===== src/rtl/iqc_pkg.sv =====
package iqc_pkg;

    // Minimum bus times in nanoseconds, per speed
    localparam int STD_HOLD_NS  = 4000;
    localparam int STD_SETUP_NS = 4000;
    localparam int STD_LOW_NS   = 4700;
    localparam int STD_HIGH_NS  = 4000;
    localparam int STD_FREE_NS  = 4700;
    localparam int FST_HOLD_NS  = 600;
    localparam int FST_SETUP_NS = 600;
    localparam int FST_LOW_NS   = 1300;
    localparam int FST_HIGH_NS  = 600;
    localparam int FST_FREE_NS  = 1300;

    // Round a time up to whole clock periods
    function automatic int ceil_cycles(input int ns, input int per);
        return (ns + per - 1) / per;
    endfunction

    function automatic int max2(input int a, input int b);
        return (a > b) ? a : b;
    endfunction

    typedef enum logic [3:0] {
        PH_IDLE, PH_FREE, PH_BUF, PH_HOLD,
        PH_LOW_A, PH_LOW_B, PH_RISE, PH_HIGH,
        PH_STOP_LOW, PH_STOP_RISE, PH_STOP_SU, PH_STOP_BUF
    } phase_e;

    typedef struct packed {
        logic [6:0] addr;
        logic       rd;
        logic       fast;
    } req_t;

endpackage


===== src/rtl/iqc_timing.sv =====
module iqc_timing
    import iqc_pkg::*;
#(
    parameter int CLK_PERIOD_NS = 20,
    parameter int CW            = 16
) (
    input  phase_e          phase_i,
    input  logic            fast_i,
    output logic [CW-1:0]   dur_o
);
    localparam int S_FREE  = ceil_cycles(STD_FREE_NS,  CLK_PERIOD_NS);
    localparam int S_HOLD  = ceil_cycles(STD_HOLD_NS,  CLK_PERIOD_NS);
    localparam int S_SETUP = ceil_cycles(STD_SETUP_NS, CLK_PERIOD_NS);
    localparam int S_HIGH  = ceil_cycles(STD_HIGH_NS,  CLK_PERIOD_NS);
    localparam int S_LOW   = ceil_cycles(STD_LOW_NS,   CLK_PERIOD_NS);
    localparam int S_HALF  = ceil_cycles(STD_LOW_NS,   2 * CLK_PERIOD_NS);
    localparam int F_FREE  = ceil_cycles(FST_FREE_NS,  CLK_PERIOD_NS);
    localparam int F_HOLD  = ceil_cycles(FST_HOLD_NS,  CLK_PERIOD_NS);
    localparam int F_SETUP = ceil_cycles(FST_SETUP_NS, CLK_PERIOD_NS);
    localparam int F_HIGH  = ceil_cycles(FST_HIGH_NS,  CLK_PERIOD_NS);
    localparam int F_LOW   = ceil_cycles(FST_LOW_NS,   CLK_PERIOD_NS);
    localparam int F_HALF  = ceil_cycles(FST_LOW_NS,   2 * CLK_PERIOD_NS);

    always_comb begin
        unique case (phase_i)
            PH_BUF, PH_STOP_BUF: dur_o = fast_i ? CW'(F_FREE)  : CW'(S_FREE);
            PH_HOLD:             dur_o = fast_i ? CW'(F_HOLD)  : CW'(S_HOLD);
            PH_LOW_A, PH_LOW_B:  dur_o = fast_i ? CW'(F_HALF)  : CW'(S_HALF);
            PH_HIGH:             dur_o = fast_i ? CW'(F_HIGH)  : CW'(S_HIGH);
            PH_STOP_LOW:         dur_o = fast_i ? CW'(F_LOW)   : CW'(S_LOW);
            PH_STOP_SU:          dur_o = fast_i ? CW'(F_SETUP) : CW'(S_SETUP);
            default:             dur_o = CW'(1);
        endcase
    end
endmodule


===== src/rtl/iqc_counter.sv =====
module iqc_counter #(
    parameter int CW = 16
) (
    input  logic          clk,
    input  logic          rst,
    input  logic          clr_i,
    input  logic          inc_i,
    output logic [CW-1:0] cnt_o
);
    always_ff @(posedge clk) begin
        if (rst || clr_i)
            cnt_o <= '0;
        else if (inc_i)
            cnt_o <= cnt_o + 1'b1;
    end
endmodule


===== src/rtl/iqc_shifter.sv =====
module iqc_shifter #(
    parameter int BITS = 8
) (
    input  logic            clk,
    input  logic            rst,
    input  logic            load_i,
    input  logic [BITS-1:0] byte_i,
    input  logic            shift_i,
    output logic            bit_o,
    output logic            last_o
);
    localparam int IW = $clog2(BITS + 1);

    logic [BITS-1:0] sh_q;
    logic [IW-1:0]   idx_q;

    always_ff @(posedge clk) begin
        if (rst) begin
            sh_q  <= '0;
            idx_q <= '0;
        end else if (load_i) begin
            sh_q  <= byte_i;
            idx_q <= '0;
        end else if (shift_i) begin
            sh_q  <= {sh_q[BITS-2:0], 1'b0};
            idx_q <= idx_q + 1'b1;
        end
    end

    assign bit_o  = sh_q[BITS-1];
    assign last_o = (idx_q == IW'(BITS));
endmodule


===== src/rtl/iqc_quick_seq.sv =====
module iqc_quick_seq
    import iqc_pkg::*;
#(
    parameter int CLK_PERIOD_NS = 20,
    parameter int TIMEOUT_CYC   = 50000
) (
    input  logic       clk,
    input  logic       rst,
    input  logic       start_i,
    input  logic [6:0] addr_i,
    input  logic       rd_i,
    input  logic       fast_i,
    input  logic       scl_in_i,
    input  logic       sda_in_i,
    output logic       scl_oe_o,
    output logic       sda_oe_o,
    output logic       done_o,
    output logic       nack_o,
    output logic       stuck_o
);
    localparam int LONGEST = max2(ceil_cycles(STD_FREE_NS, CLK_PERIOD_NS), TIMEOUT_CYC);
    localparam int CW      = $clog2(LONGEST + 1);

    phase_e        ph, ph_nxt;
    req_t          req_in;
    logic          fast_q, sda_low_q, nack_q;
    logic [CW-1:0] cnt, dur;
    logic          bit_val, bit_last;
    logic          timed_end, wait_end, finish, fail, accept, shift_go;

    assign req_in    = '{addr: addr_i, rd: rd_i, fast: fast_i};
    assign accept    = (ph == PH_IDLE) && start_i;
    assign timed_end = (cnt == dur - 1'b1);
    assign wait_end  = (cnt == CW'(TIMEOUT_CYC - 1));
    assign shift_go  = (ph == PH_HIGH) && timed_end && !bit_last;

    iqc_timing #(.CLK_PERIOD_NS(CLK_PERIOD_NS), .CW(CW)) u_timing (
        .phase_i (ph),
        .fast_i  (fast_q),
        .dur_o   (dur)
    );

    iqc_counter #(.CW(CW)) u_count (
        .clk   (clk),
        .rst   (rst),
        .clr_i (ph_nxt != ph),
        .inc_i (ph != PH_IDLE),
        .cnt_o (cnt)
    );

    iqc_shifter #(.BITS(8)) u_shift (
        .clk     (clk),
        .rst     (rst),
        .load_i  (accept),
        .byte_i  ({req_in.addr, req_in.rd}),
        .shift_i (shift_go),
        .bit_o   (bit_val),
        .last_o  (bit_last)
    );

    always_comb begin
        ph_nxt = ph;
        finish = 1'b0;
        fail   = 1'b0;
        unique case (ph)
            PH_IDLE:      if (start_i) ph_nxt = PH_FREE;
            PH_FREE:      if (scl_in_i && sda_in_i) ph_nxt = PH_BUF;
                          else if (wait_end) fail = 1'b1;
            PH_BUF:       if (timed_end) ph_nxt = PH_HOLD;
            PH_HOLD:      if (timed_end) ph_nxt = PH_LOW_A;
            PH_LOW_A:     if (timed_end) ph_nxt = PH_LOW_B;
            PH_LOW_B:     if (timed_end) ph_nxt = PH_RISE;
            PH_RISE:      if (scl_in_i) ph_nxt = PH_HIGH;
                          else if (wait_end) fail = 1'b1;
            PH_HIGH:      if (timed_end) ph_nxt = bit_last ? PH_STOP_LOW : PH_LOW_A;
            PH_STOP_LOW:  if (timed_end) ph_nxt = PH_STOP_RISE;
            PH_STOP_RISE: if (scl_in_i) ph_nxt = PH_STOP_SU;
                          else if (wait_end) fail = 1'b1;
            PH_STOP_SU:   if (timed_end) ph_nxt = PH_STOP_BUF;
            PH_STOP_BUF:  if (timed_end) begin
                              ph_nxt = PH_IDLE;
                              finish = 1'b1;
                          end
            default:      ph_nxt = PH_IDLE;
        endcase
        if (fail) begin
            ph_nxt = PH_IDLE;
            finish = 1'b1;
        end
    end

    always_ff @(posedge clk) begin
        if (rst) begin
            ph        <= PH_IDLE;
            fast_q    <= 1'b0;
            sda_low_q <= 1'b0;
            nack_q    <= 1'b0;
            done_o    <= 1'b0;
            nack_o    <= 1'b0;
            stuck_o   <= 1'b0;
        end else begin
            ph     <= ph_nxt;
            done_o <= finish;
            if (accept) begin
                fast_q  <= req_in.fast;
                nack_o  <= 1'b0;
                stuck_o <= 1'b0;
            end
            if (ph == PH_BUF && ph_nxt == PH_HOLD)
                sda_low_q <= 1'b1;
            if (ph == PH_LOW_A && ph_nxt == PH_LOW_B)
                sda_low_q <= bit_last ? 1'b0 : ~bit_val;
            if (ph == PH_RISE && scl_in_i && bit_last)
                nack_q <= sda_in_i;
            if (finish) begin
                nack_o  <= fail ? 1'b0 : nack_q;
                stuck_o <= fail;
            end
        end
    end

    always_comb begin
        scl_oe_o = (ph == PH_LOW_A) || (ph == PH_LOW_B) || (ph == PH_STOP_LOW);
        sda_oe_o = (ph == PH_HOLD) || (ph == PH_STOP_LOW) || (ph == PH_STOP_RISE) ||
                   (ph == PH_STOP_SU) ||
                   (sda_low_q && ((ph == PH_LOW_A) || (ph == PH_LOW_B) ||
                                  (ph == PH_RISE)  || (ph == PH_HIGH)));
    end

    // SDA may move while SCL is released only for START, STOP or an abort
    assert_sda_edge_scl_high_R7: assert property (@(posedge clk) disable iff (rst)
        (!$stable(sda_oe_o) && !scl_oe_o && !$past(scl_oe_o))
            |-> (ph == PH_HOLD || ph == PH_STOP_BUF || stuck_o));

    assert_done_pulse_R10: assert property (@(posedge clk) disable iff (rst)
        done_o |=> !done_o);

    assert_done_released_R10: assert property (@(posedge clk) disable iff (rst)
        done_o |-> (!scl_oe_o && !sda_oe_o));

    assert_stuck_with_done_R9: assert property (@(posedge clk) disable iff (rst)
        $rose(stuck_o) |-> done_o);

    assert_wait_bound_R9: assert property (@(posedge clk) disable iff (rst)
        (ph == PH_FREE || ph == PH_RISE || ph == PH_STOP_RISE)
            |-> (cnt < CW'(TIMEOUT_CYC)));

    assert_busy_start_ignored_R2: assert property (@(posedge clk) disable iff (rst)
        (ph != PH_IDLE && start_i) |=> $stable(fast_q));

endmodule


===== config.mk =====
export PLATFORM = sky130hd
export DESIGN_NAME = iqc_quick_seq
export DESIGN_NICKNAME = d
export VERILOG_FILES = /design/src/rtl/iqc_pkg.sv /design/src/rtl/iqc_timing.sv /design/src/rtl/iqc_counter.sv /design/src/rtl/iqc_shifter.sv /design/src/rtl/iqc_quick_seq.sv
export SDC_FILE = /design/constraint.sdc
export NUM_CORES = 1
export LEC_CHECK = 0
export BUFFER_PORTS_ARGS = -buffer_cell sky130_fd_sc_hd__clkbuf_2
export CORE_UTILIZATION = 30
export DETAILED_ROUTE_END_ITERATION = 10
export GPL_ROUTABILITY_DRIVEN = 0
export PLACE_DENSITY = 0.55
export SETUP_SLACK_MARGIN = 0.3
export SLEW_MARGIN = 20
export SYNTH_ARGS = -nofsm -noshare
export SYNTH_HDL_FRONTEND = slang
export SYNTH_SLANG_ARGS = --single-unit
export TNS_END_PERCENT = 30

===== constraint.sdc =====
create_clock -name clk -period 2.7 [get_ports clk]
set_input_delay 0.405 -clock clk [delete_from_list [all_inputs] [get_ports clk]]
set_output_delay 0.405 -clock clk [all_outputs]
set_load 0.005 [all_outputs]

# Word-level counts from Yosys, hierarchy flattened
# Cells that the tools add are included.
totals:
  regBits: 38
  inputBits: 14
classes:
  add_sub_neg: 3
  eq_ne: 17
  n_mux: 35
  bitwise: 1
  n_reduce_logical: 29
op_table:
  columns: ["op", "count"]
  rows:
  - ["4-bit 2-to-1 mux", 14]
  - ["16-bit case mux with 3 select lines", 1]
  - ["4-bit case mux with 12 select lines", 1]
  - ["8-bit 2-to-1 mux", 4]
  - ["4-bit by 3-bit == test with 1-bit output (second input constant)", 5]
  - ["4-bit == test (second input constant)", 5]
  - ["16-bit by 1-bit adder with 16-bit output (second input constant)", 1]
  - ["16-bit == test", 1]
  - ["16-bit == test (second input constant)", 1]
  - ["16-bit by 1-bit subtractor with 16-bit output (second input constant)", 1]
  - ["1-bit 2-to-1 mux", 13]
  - ["4-bit by 2-bit == test with 1-bit output (second input constant)", 3]
  - ["1-bit logical AND", 9]
  - ["1-bit logical OR", 9]
  - ["7-bit 2-to-1 mux", 1]
  - ["2-bit nonzero test", 3]
  - ["2-bit OR reduction", 3]
  - ["3-bit OR reduction", 2]
  - ["4-bit by 1-bit adder with 4-bit output (second input constant)", 1]
  - ["4-bit by 1-bit == test with 1-bit output (second input constant)", 1]
  - ["4-bit zero test", 1]
  - ["4-bit inequality test", 1]
  - ["4-bit nonzero test", 1]
  - ["1-bit case mux with 2 select lines", 1]
  - ["2 further kinds", 2]

# Longest topological paths before layout
logic_depth:
  word_depth: 12
  depth_mapped: 15
  mapped_depth_nobuf: 12

# By module
# A second synthesis with hierarchy kept.
unflattened:
  hier_cells: 376
  area_unflattened_um2: 3005.4
modules_own_cells:
  columns: ["mod", "instances", "cells_per_inst", "area_per_inst_um2", "seq_area_each_um2"]
  rows:
  - ["iqc_quick_seq", 1, 193, 1406.3, 200.2]
  - ["iqc_counter", 1, 81, 716.9, 320.3]
  - ["iqc_shifter", 1, 58, 574.3, 240.2]
  - ["iqc_timing", 1, 44, 307.8, 0.0]

# Worst setup path before layout
# OpenSTA, ideal clock, no wires.
synth_path:
  path_type: "register to register"
  from: "reg ph[2]"
  to: "reg u_shift.sh_q[4]"
  setup_time_ps: 86
  t_arrival_ps: 2856
  slack_ps: -241
  stages_incl_launch_ff: 15
  n_path_buf: 3
  period_less_slack_ps: 2941
  cell_sequence: "dfxtp_1 -> buf_2 -> or3b_1 -> buf_6 -> a211oi_1 -> a21oi_1 -> ha_1 -> a21oi_1 -> o311ai_1 -> or3_1 -> a21oi_2 -> nand3_2 -> buf_4 -> mux2i_1 -> a211oi_1"
synth_via:
  elab_chain_cells: 8
  elab_cells_between_ends: 20
  classes_between: "1 x add/sub; 9 x eq/ne; 2 x mux; 8 x reduce/logical"
synth_lines:
  columns: ["item", "line_no", "source"]
  rows:
  - ["from (decl)", "iqc_quick_seq.sv:24", "phase_e ph, ph_nxt;"]
  - ["from (signal assigned)", "iqc_quick_seq.sv:102", "ph <= ph_nxt;"]
  - ["4-bit by 3-bit == test with 1-bit output (tied with other cells)", "iqc_timing.sv:25, iqc_quick_seq.sv:35", null]
  - ["3-bit OR reduction (no source line) or 2-bit OR reduction (tied branches)", null, null]
  - ["16-bit case mux with 3 select lines", "iqc_timing.sv:25", "unique case (phase_i)"]
  - ["16-bit by 1-bit subtractor with 16-bit output", "iqc_quick_seq.sv:33", "assign timed_end = (cnt == dur - 1'b1);"]
  - ["16-bit == test", "iqc_quick_seq.sv:33", null]
  - ["1-bit logical AND (2 in series)", "iqc_quick_seq.sv:35", "assign shift_go = (ph == PH_HIGH) && timed_end && !bit_last;"]
  - ["2-bit nonzero test (no source line)", null, null]
  - ["to (signal assigned)", "iqc_shifter.sv:22", "sh_q <= byte_i;"]
  - ["to (signal assigned)", "iqc_shifter.sv:25", "sh_q <= {sh_q[BITS-2:0], 1'b0};"]
  - ["to (decl)", "iqc_shifter.sv:14", "logic [BITS-1:0] sh_q;"]
# Several ways; a longest one is shown, not always the timed one.
# A chain may end at the register's enable or synchronous reset.

# Final worst setup path
layout_path:
  from: "reg ph[3]"
  to: "reg stuck_o"
layout_via:
  elab_chain_cells: 9
  elab_cells_between_ends: 26
  classes_between: "1 x add/sub; 12 x eq/ne; 6 x mux; 7 x reduce/logical"
layout_lines:
  columns: ["item", "line_no", "source"]
  rows:
  - ["4-bit by 3-bit == test with 1-bit output (tied with other cells)", "iqc_timing.sv:25", null]
  - ["3-bit OR reduction (no source line) or 2-bit OR reduction (tied branches)", null, null]
  - ["16-bit case mux with 3 select lines", "iqc_timing.sv:25", null]
  - ["16-bit by 1-bit subtractor with 16-bit output", "iqc_quick_seq.sv:33", null]
  - ["16-bit == test", "iqc_quick_seq.sv:33", null]
  - ["1-bit 2-to-1 mux", "iqc_quick_seq.sv:80", "PH_STOP_BUF: if (timed_end) begin"]
  - ["1-bit 2-to-1 mux", "iqc_quick_seq.sv:65", "unique case (ph)"]
  - ["1-bit 2-to-1 mux", "iqc_quick_seq.sv:86", "if (fail) begin"]
  - ["1-bit 2-to-1 mux or 2-bit nonzero test (tied branches)", null, null]
  - ["to (signal assigned)", "iqc_quick_seq.sv:117", "stuck_o <= fail;"]
  - ["to (decl)", "iqc_quick_seq.sv:19", "output logic stuck_o"]
# Several ways; a longest one is shown, not always the timed one.

==> reports/qor.yml <==
global_route:
  grtUsageTotal_pct: 16.14
  antenna_found_initial: 0
  first_global_vias: 2311
  grt_max_degree: 17
  overflow: 0
  grt_pass1_wl_mm: 10.94
detailed_routing:
  wl_per_cell_um: 13.98
  routed_wl_mm: 6.417
  num_vias: 2340
  drtPass1Iterations: 4
  detail-route-antenna-nets: 0
  drc_errors: 0
  initialDrtViolationCount: 211
  vias_per_cell: 5.098
sta:
  rsz0062_at_grt: "true"
  finalCritPeriodShare_pct: 103.8
  finalSetupViolCount: 29
  min_period_ns: 2.802
  fmax_ghz: 0.3568
  slew_viol_final: 0
  layout_setup_ws_ns: -0.1024
  skew_ns: 0.009850
  hold_viol_final: 0
floorplanning:
  fp.dieArea_sq_mm: 0.008463
  num_rows: 32
  die_w_um: 92.00
  initial_core_util_pct: 31.28
  pin_count: 19
  core-area_sq_mm: 0.007767
  die_height_um: 92.00
cts:
  cts.clk_slew.worst_paths_ns: 0.08
  cts_buffers: 5
  cts_sinks: 38
  root_buffer: "clkbuf_8"
  clock_latency_ns: 0.30
  cts_tree: "done"
  clockBufferDepth: 2
  htree_num_levels: 2
worst_setup_path:
  worstPathCellList: "or3b_4 -> nand2_1 -> a22o_1 -> a21oi_2 -> ha_4 -> a21oi_2 -> o311ai_2 -> or3_4 -> and2_4 -> nor3b_4 -> buf_6 -> a31oi_1 -> o21ba_2"
  crit_top_cell: "a21oi_2"
  cp_data_arrival_time_ns: 3.00
  required_ns: 2.90
  cp_slowest_stage_delay_ns: 0.41
  critPathKind: "reg2reg"
  cp-end-kind: "flop"
  path_max_fanout: 7
  cp_slowest_cell: "or3b_4"
  critPathLaunchType: "flop"
yosys:
  ys_top_cells_by_area: "dfxtp_1, nor2_1, nand2_1"
  ys_seq_elements: 38
  synthArstFlopShare_pct: 0
  syn_area_sq_mm: 0.002430
  yosys.area.top_type_share_pct: 31.31
  ys_types: 60
  synthCells: 306
  synth_edf_count: 0
  synth_area_leader_cell: "dfxtp_1"
  ys_warn_count: 0
  syn_avg_cell_area_sq_um: 7.941
  ys_dominant_reg_cell: "dfxtp_1"
  ys_seq_area_share_pct: 31.31
  synth_nets: 325
place:
  port_buffers: 18
  place_area_sq_mm: 0.002875
  placedCellCount: 446
  dp_slack_ns: -0.2548
  hpwl_mm: 4.760
layout:
  layout_commonest_cell: "buf_4"
  final_cells: 459
  design_area_sq_mm: 0.003147
  drive_gt1_share_pct: 28.57
  area_growth_pct: 29.51
  num-nets-final: 375
  final_cell_mix: "buf_4, nor2_1, dfxtp_1"
  diodes: 0
power_and_ir_drop:
  power.leakage_nw: 1.260
  p_total_w: 0.001322
  p_per_area_mw_per_mm2: 420.0
  ir_worst_vdd_mv: 0.2823
job:
  drv_cap: 0
outcome:
  violations: "setup timing"
  outcome: "complete, but fails checks"
worst_hold_path:
  worstHoldPathType: "in2reg"
[cells by family after synthesis]
family	count (synthesis)	synth area share, %
fa+ha+maj	5	2.575
buf+inv	25	5.046
other cells	1	0.1543
flops	38	31.31
xor+xnor	25	9.578
simple gates	134	28.17
mux	6	2.472
compound gates	72	20.70
[synthesized netlist by cell type (4+ instances only)]
| library cell | n |
|---|---|
| inv_1 | 6 |
| mux2i_1 | 6 |
| and3_1 | 6 |
| ha_1 | 5 |
| xor2_1 | 12 |
| nor3_1 | 7 |
| nor2b_1 | 5 |
| xnor2_1 | 12 |
| nand4_1 | 10 |
| nand2b_1 | 5 |
| clkbuf_1 | 8 |
| a21oi_1 | 20 |
| nand3_1 | 13 |
| a211oi_1 | 7 |
| and2_1 | 4 |
| o21ai_0 | 13 |
| nand2_1 | 30 |
| nor2_1 | 35 |
| dfxtp_1 | 38 |
[where the power goes]
group | switching [W] | internal [W] | leakage [nW]
Clock | 0.000217 | 0.000275 | 0.0504
Combinational | 0.000129 | 0.000112 | 0.899
Sequential | 0.0000130 | 0.000576 | 0.310
Total | 0.000359 | 0.000963 | 1.26
[per-stage QoR]
| stage | utilization, % | hold slack, ns | TNS [ns] |
|---|---|---|---|
| after floorplan | - | 0.4437 | -1.546 |
| after global placement | 37.02 | 0.4587 | -4.471 |
| after detailed placement | 37.02 | 0.4628 | -3.931 |
| after CTS | 40.05 | 0.3250 | -0.5071 |
| after global routing | 40.51 | 0.3444 | -4.934 |
| final | 40.51 | 0.3309 | -0.9311 |
[layout make-up]
type                    count  area [sq um]
repair buffers             61         444.2
multi-input cells         243          1667
clock buffers               5         68.82
well taps                 102         127.6
flip-flops and latches     38         768.2
clock inverters             3         45.04
fillers                   818          4621
inverters                   7         26.28
[registers in the layout (all words and copies together) (netlist names)]
| name | count |
|---|---|
| u_shift.idx_q | 4 |
| u_shift.sh_q | 8 |
| u_count.cnt_o | 16 |
| nack_q | 1 |
| stuck_o | 1 |
| ph | 4 |
| done_o | 1 |
| fast_q | 1 |
| sda_low_q | 1 |
| nack_o | 1 |
[per-layer routing]
| metal | share of wire [%] | GRT usage (%) | vias to the layer above | wire [um] |
|---|---|---|---|---|
| met5 | 0 | 0 | - | 0 |
| met1 | 47 | 21.57 | 1083 | 3023 |
| li1 | - | - | 1196 | - |
| met4 | 1.7 | 5.208 | 0 | 106 |
| met2 | 47 | 26.00 | 51 | 2989 |
| met3 | 4.6 | 3.151 | 10 | 298 |
[critical path: cells and delay by family (launching register included)]
family,cells,cell delay (ns)
compound gates,6,0.73
fa+ha+maj,1,0.18
buf+inv,1,0.15
flops,1,0.38
simple gates,5,1.25
[path summary, 6_finish.rpt]
path,from,to,slack [ns],depth (start not counted)
worst max-delay path,ph[3],stuck_o,-0.10,13
worst min register to register,u_shift.sh_q[2],u_shift.sh_q[2],0.48,2
worst min-delay path,rd_i,u_shift.sh_q[0],0.33,3
worst max register to register,ph[3],stuck_o,-0.10,13
[what timing repair did]
action	4_1_cts	5_1_grt
pin swaps	23	7
resized for setup	19	10
hold buffers	0	0
endpoints found under the setup margin	36	36
buffers inserted	5	0
Power figures use the tool's default switching activity.
